--- src/rtl/irqc_pkg.sv ---
`timescale 1ns/1ps
package irqc_pkg;
  localparam int DATA_W   = 8;
  localparam int N_DMA    = 4;   // done, address error, page, power-down
  localparam int B_DONE   = 0;
  localparam int B_AERR   = 1;
  localparam int B_PAGE   = 2;
  localparam int B_PWR    = 3;
  localparam int B_SCSI   = 4;
  localparam int C_EN_XFR = 6;
  localparam int C_EN_PG  = 5;

  typedef enum logic [1:0] {
    A_CMD  = 2'd0,
    A_STAT = 2'd1
  } reg_sel_e;

  // Which status bits may drive the interrupt line for a given command value
  function automatic logic [DATA_W-1:0] enable_mask(input logic [DATA_W-1:0] cmd);
    logic [DATA_W-1:0] m;
    m         = '0;
    m[B_DONE] = cmd[C_EN_XFR];
    m[B_AERR] = cmd[C_EN_XFR];
    m[B_PAGE] = cmd[C_EN_PG];
    m[B_PWR]  = 1'b1;
    m[B_SCSI] = 1'b1;
    return m;
  endfunction
endpackage

--- src/rtl/irqc_rise.sv ---
`timescale 1ns/1ps
module irqc_rise #(
  parameter int W = 2
) (
  input  logic         clk,
  input  logic         rst_n,
  input  logic [W-1:0] lvl,
  output logic [W-1:0] pulse
);
  for (genvar i = 0; i < W; i++) begin : g_bit
    logic prev;
    always_ff @(posedge clk or negedge rst_n) begin
      if (!rst_n) prev <= 1'b0;
      else        prev <= lvl[i];
    end
    assign pulse[i] = lvl[i] & ~prev;

    // an edge pulse never lasts two cycles, so a held level cannot re-trigger
    p_single_edge_r6: assert property (@(posedge clk) disable iff (!rst_n)
      pulse[i] |=> !pulse[i]);
  end
endmodule

--- src/rtl/irqc_dma_flags.sv ---
`timescale 1ns/1ps
module irqc_dma_flags #(
  parameter int N = 4
) (
  input  logic         clk,
  input  logic         rst_n,
  input  logic [N-1:0] set,
  input  logic         clr,
  output logic [N-1:0] flags
);
  always_ff @(posedge clk or negedge rst_n) begin
    if (!rst_n) flags <= '0;
    else        flags <= (flags & ~{N{clr}}) | set;
  end

  // a clearing read leaves only the bits set in that same cycle
  p_read_clears_r4: assert property (@(posedge clk) disable iff (!rst_n)
    clr |=> ((flags & ~$past(set)) == '0));
  // an event is never lost, even when it meets a clearing read
  p_event_kept_r5: assert property (@(posedge clk) disable iff (!rst_n)
    (|set) |=> ((flags & $past(set)) == $past(set)));
endmodule

--- src/rtl/irqc_scsi_track.sv ---
`timescale 1ns/1ps
module irqc_scsi_track #(
  parameter int NREG = 3
) (
  input  logic            clk,
  input  logic            rst_n,
  input  logic            rise,
  input  logic [NREG-1:0] rd_stb,
  output logic            pending,
  output logic            all_seen
);
  logic [NREG-1:0] seen;
  logic [NREG-1:0] seen_nxt;

  assign seen_nxt = seen | rd_stb;
  assign all_seen = pending & (&seen_nxt);

  always_ff @(posedge clk or negedge rst_n) begin
    if (!rst_n) begin
      pending <= 1'b0;
      seen    <= '0;
    end else if (!pending || all_seen) begin
      pending <= rise;
      seen    <= '0;
    end else begin
      seen    <= seen_nxt;
    end
  end

  p_set_on_rise_r7: assert property (@(posedge clk) disable iff (!rst_n)
    rise |=> pending);
  p_hold_partial_r8: assert property (@(posedge clk) disable iff (!rst_n)
    (pending && !all_seen) |=> pending);
  p_clear_complete_r8: assert property (@(posedge clk) disable iff (!rst_n)
    (pending && all_seen && !rise) |=> !pending);
endmodule

--- src/rtl/irqc_top.sv ---
`timescale 1ns/1ps
module irqc_top #(
  parameter int NREG = 3
) (
  input  logic            clk,
  input  logic            rst_n,
  input  logic            reg_wr,
  input  logic            reg_rd,
  input  logic [1:0]      reg_addr,
  input  logic [7:0]      reg_wdata,
  output logic [7:0]      reg_rdata,
  input  logic            ev_done,
  input  logic            ev_addr_err,
  input  logic            ev_page,
  input  logic            pwrdn_pin,
  input  logic            scsi_irq,
  input  logic [NREG-1:0] scsi_rd_stb,
  output logic            irq_out
);
  import irqc_pkg::*;

  logic [DATA_W-1:0] cmd_q;
  logic [DATA_W-1:0] status;
  logic [N_DMA-1:0]  dma_set;
  logic [N_DMA-1:0]  dma_flags;
  logic [1:0]        edges;      // [1] scsi, [0] power-down
  logic              stat_rd;
  logic              scsi_pend;
  logic              scsi_done;
  logic              pend_any;

  irqc_rise #(.W(2)) u_rise (
    .clk(clk), .rst_n(rst_n),
    .lvl({scsi_irq, pwrdn_pin}),
    .pulse(edges)
  );

  assign dma_set = {edges[0], ev_page, ev_addr_err, ev_done};
  assign stat_rd = reg_rd && (reg_addr == A_STAT);

  irqc_dma_flags #(.N(N_DMA)) u_dma (
    .clk(clk), .rst_n(rst_n),
    .set(dma_set), .clr(stat_rd),
    .flags(dma_flags)
  );

  irqc_scsi_track #(.NREG(NREG)) u_scsi (
    .clk(clk), .rst_n(rst_n),
    .rise(edges[1]), .rd_stb(scsi_rd_stb),
    .pending(scsi_pend), .all_seen(scsi_done)
  );

  always_comb begin
    status               = '0;
    status[N_DMA-1:0]    = dma_flags;
    status[B_SCSI]       = scsi_pend;
  end

  always_ff @(posedge clk or negedge rst_n) begin
    if (!rst_n)                              cmd_q <= '0;
    else if (reg_wr && reg_addr == A_CMD)    cmd_q <= reg_wdata;
  end

  always_comb begin
    case (reg_addr)
      A_CMD:   reg_rdata = cmd_q;
      A_STAT:  reg_rdata = status;
      default: reg_rdata = '0;
    endcase
  end

  assign pend_any = |(status & enable_mask(cmd_q));

  always_ff @(posedge clk or negedge rst_n) begin
    if (!rst_n) irq_out <= 1'b0;
    else        irq_out <= pend_any;
  end

  p_cmd_write_r2: assert property (@(posedge clk) disable iff (!rst_n)
    (reg_wr && reg_addr == A_CMD) |=> (cmd_q == $past(reg_wdata)));
  p_quiet_when_empty_r9: assert property (@(posedge clk) disable iff (!rst_n)
    (status == '0) |=> !irq_out);
  p_scsi_survives_read_r7: assert property (@(posedge clk) disable iff (!rst_n)
    (stat_rd && scsi_pend && !scsi_done) |=> status[B_SCSI]);
endmodule

--- config.mk ---
export PLATFORM = sky130hd
export DESIGN_NAME = irqc_top
export DESIGN_NICKNAME = d
export VERILOG_FILES = /design/src/rtl/irqc_pkg.sv /design/src/rtl/irqc_rise.sv /design/src/rtl/irqc_dma_flags.sv /design/src/rtl/irqc_scsi_track.sv /design/src/rtl/irqc_top.sv
export SDC_FILE = /design/constraint.sdc
export NUM_CORES = 1
export LEC_CHECK = 0
export BUFFER_PORTS_ARGS = -buffer_cell sky130_fd_sc_hd__clkbuf_2
export CORE_MARGIN = 4
export CORE_UTILIZATION = 51
export CTS_CLUSTER_DIAMETER = 200
export CTS_CLUSTER_SIZE = 24
export DETAILED_ROUTE_END_ITERATION = 6
export GPL_TIMING_DRIVEN = 0
export PLACE_DENSITY = 0.88
export SYNTH_ARGS = -nofsm -noshare
export SYNTH_HDL_FRONTEND = slang
export SYNTH_HIERARCHICAL = 1
export SYNTH_SLANG_ARGS = --single-unit
--- constraint.sdc ---
create_clock -name clk -period 2.94 [get_ports clk]
set_clock_uncertainty 0.15 [all_clocks]
set_input_delay 0.147 -clock clk [delete_from_list [all_inputs] [get_ports clk]]
set_output_delay 0.147 -clock clk [all_outputs]
set_load 0.1 [all_outputs]
# ---- Word-level counts from Yosys, hierarchy flattened
# Index checks and enable logic that the tools add are counted.
dict set report totals {
  regBits 19
  latchBits 0
  ramBits 0
  romBits 0
  input_bits 22
  output_inout_bits 9
  word_cells 27
  memories 0
}
dict set report classes {
  add_sub_neg 0
  multipliers 0
  div_mod_pow 0
  magnitude_cmp 0
  eq_ne 1
  shifts 0
  n_mux 2
  bitwise_logic 10
  n_reduce_logical 7
}
# cell count
set ops {}
lappend ops {{$pmux 8 s2} 1}
lappend ops {{$reduce_or 8->1} 1}
lappend ops {{$and 5x5->5} 1}
lappend ops {{$and 4x4->4} 1}
lappend ops {{$not 4->4} 1}
lappend ops {{$or 4x4->4} 1}
lappend ops {{$and 1x1->1} 3}
lappend ops {{$mux 3} 1}
lappend ops {{$or 3x3->3} 1}
lappend ops {{$reduce_and 3->1} 1}
lappend ops {{$eq 2x1->1 const B} 1}
lappend ops {{$logic_and 1x1->1} 2}
lappend ops {{$logic_not 2->1} 1}
lappend ops {{$not 1->1} 2}
lappend ops {{$logic_not 1->1} 1}
lappend ops {{$logic_or 1x1->1} 1}

# ---- Depth between registers and ports, before layout
dict set report logic_depth {
  depth_word 5
  mapped_depth 5
  mapped_depth_nobuf 4
}

# ---- Cells and area by module
# Netlist, hierarchy kept.
# module n_inst cells_per_inst area_each_um2 seq_area_each_um2
set modules_own_cells {}
lappend modules_own_cells {irqc_top 1 39 471.7 225.2}
lappend modules_own_cells {irqc_scsi_track 1 14 181.4 100.1}
lappend modules_own_cells {irqc_dma_flags 1 9 133.9 100.1}
lappend modules_own_cells {irqc_rise 1 4 77.6 50.0}

# ---- Least setup slack after synthesis
# Ideal clock, no wire load.
dict set report synth_timing {
  path_type {register to output}
  from {register u_scsi.pending}
  to {output reg_rdata[4]}
  arrival_ps 1733
  required_time_ps 2643
  path_slack_ps 910
  path_stages_with_launch 3
  n_path_buf 0
  path_cell_list {dfrtp_1 -> mux2i_1 -> nor2_1}
}
dict set report synth_via {
  elab_chain_len 1
}
# element line
set synth_lines {}
lappend synth_lines {{start: declaration} irqc_scsi_track.sv:9} ;# output logic pending,
lappend synth_lines {{start signal: assignment} irqc_scsi_track.sv:23} ;# pending <= rise;
lappend synth_lines {{$pmux 8 s2} irqc_top.sv:65} ;# case (reg_addr)
lappend synth_lines {{end: declaration} irqc_top.sv:11} ;# output logic [7:0] reg_rdata,
# No other way between the ends.

# ---- Final worst setup path
# Same ends and word-level chain as after synthesis.

==> flow_metrics.py <==
metrics = {
    "detailed_routing": {
        "firstDrtPassIters": 3,
        "viasPerCell": 5.29,
        "drt_first_iter_violations": 6,
        "drcViolationCount": 0,
        "drt_wl_total_mm": 1.91,
        "vias": 672,
        "antenna_left": 0,
        "routedWlPerCell_um": 15.0,
    },
    "floorplanning": {
        "die_area_mm2": 0.00240,
        "ioPinCount": 31,
        "die_width_um": 49.0,
        "rows": 14,
        "die_h_um": 49.0,
        "initial_utilization": 0.555,
        "core-area_mm2": 0.00154,
    },
    "layout": {
        "areaGrowthSynthToFinish_pct": 38.2,
        "final_cell_mix": "clkbuf_2, dfrtp_1, dlygate4sd3_1",
        "drive_gt1_frac": 0.432,
        "finalInstanceArea_mm2": 0.00118,
        "final_cells": 127,
        "nNetsFinal": 134,
        "seq_area_um2": 475,
        "layout_commonest_cell": "clkbuf_2",
        "multi_input_area_um2": 354,
        "fillers": 115,
        "antenna_cells": 0,
    },
    "power": {
        "p_per_area_mw_per_mm2": 578,
        "ir_drop_v": 0.000309,
        "p_leak_nw": 0.569,
    },
    "worst_setup_path": {
        "cp.arrival_ps": 1380,
        "crit_chain": "mux2i_1, nor2_1, clkbuf_2",
        "critPathTopFamily": "buffers and inverters",
        "end_kind": "output port",
        "worstSetupStartpointType": "flop",
        "path_max_fanout": 6,
        "slowest_delay_ps": 460,
        "crit_type": "flop to output port",
        "crit_path_top_delay_cell": "clkbuf_2",
        "crit_required_ps": 2640,
        "crit_buf_inv": 1,
    },
    "logic_synthesis": {
        "synth_cells": 65,
        "synth_area_per_cell_um2": 13.2,
        "syn_area_um2": 856,
        "syn_nets": 87,
        "yosys_warnings": 6,
    },
    "clock_tree": {
        "cts_root_buf": "clkbuf_4",
        "cts_buffer_depth": 2,
        "clock_sinks": 19,
        "cts_tree": "done",
        "clk_pin_slew_worst_paths_ps": 100,
        "cts_setup_buffers": 0,
        "ctsHtreeMaxLevel": 1,
        "insertion_delay_ps": 300,
        "cts_buffers": 3,
    },
    "run": {
        "max_cap_violations": 0,
    },
    "sta": {
        "fmax_mhz": 597,
        "min_period_ps": 1680,
        "slew_violations": 0,
        "worst_slack_ps": 1260,
        "setup_viol": 0,
        "worst_slew_pin_slew_ps": 547,
        "hold_violations": 0,
        "fin_setup_tns_ps": 0,
        "hold_ws_ps": 7.41,
        "rsz0062_at_grt": "no",
        "post-route-period-util": 0.570,
        "slew_headroom": 0.637,
    },
    "placed_design": {
        "dp_slack_ps": 1570,
        "dp_hpwl_mm": 1.26,
        "placed_cell_area_mm2": 0.00102,
        "gp_congestion": 0.707,
        "port_buffers": 28,
        "dp_cells": 109,
    },
    "hold_path": {
        "hold_path_class": "input port to flop",
    },
    "global_routing": {
        "grt_pass1_wl_mm": 3.26,
        "gr-total-overflow": 0,
        "grt_antenna_before_repair": 0,
        "grt_util_all_layers": 0.180,
        "first_global_vias": 730,
        "grt_max_degree": 20,
    },
    "run_status": {
        "status": "finished clean",
    },
}
## through the flow
stage / total power [mW] / utilization
after floorplan: 0.491 / -
after CTS: 0.684 / 0.767
final: 0.684 / 0.767
after global placement: 0.531 / 0.659
after global routing: 0.717 / 0.767
after detailed placement: 0.538 / 0.659
## sequential cells by signal, summed over array words and instances (netlist names)
signal             count
u_scsi/pending         1
u_rise/g_bit.prev      2
irq_out                1
u_scsi/seen            3
u_dma/flags            4
cmd_q                  8
## where the power goes
group / switching [mW] / total (mW) / internal (mW)
registers: 0.0296 / 0.331 / 0.301
logic: 0.140 / 0.219 / 0.0794
clock network: 0.0807 / 0.134 / 0.0529
## metal layers
metal  vias up  wire length [um]  track usage
met5         -                 0            0
met3         9               133       0.0581
met4         0                81        0.121
li1        324                 -            -
met1       317               758        0.204
met2        22               938        0.285
## final timing paths
kind,cells after the start,slack (ps),startpoint,to
worst max-delay path,3,1260,u_scsi/pending$_DFFE_PN0P_,reg_rdata[4]
min in group asynchronous,2,170,rst_n,cmd_q[1]$_DFFE_PN0P_
worst min-delay path,2,7,scsi_rd_stb[1],u_scsi/seen[1]$_DFF_PN0_
max in group asynchronous,2,2150,rst_n,cmd_q[5]$_DFFE_PN0P_
worst min register to register,1,360,cmd_q[7]$_DFFE_PN0P_,cmd_q[7]$_DFFE_PN0P_
worst max register to register,3,1790,u_rise/g_bit[1].prev$_DFF_PN0_,u_scsi/pending$_DFFE_PN0P_
## cell type report
type | count | area share
plain buffers | 2 | 0.0190
clock buffers | 4 | 0.0222
inverters | 1 | 0.00317
multi-input cells | 43 | 0.299
flip-flops and latches | 19 | 0.402
well taps | 16 | 0.0169
repair buffers | 42 | 0.237
## repair_timing
item,4_1_cts,5_1_grt
resized for setup,0,0
hold endpoints to repair,32,0
hold buffers,14,0
(Power assumes the default switching activity.)
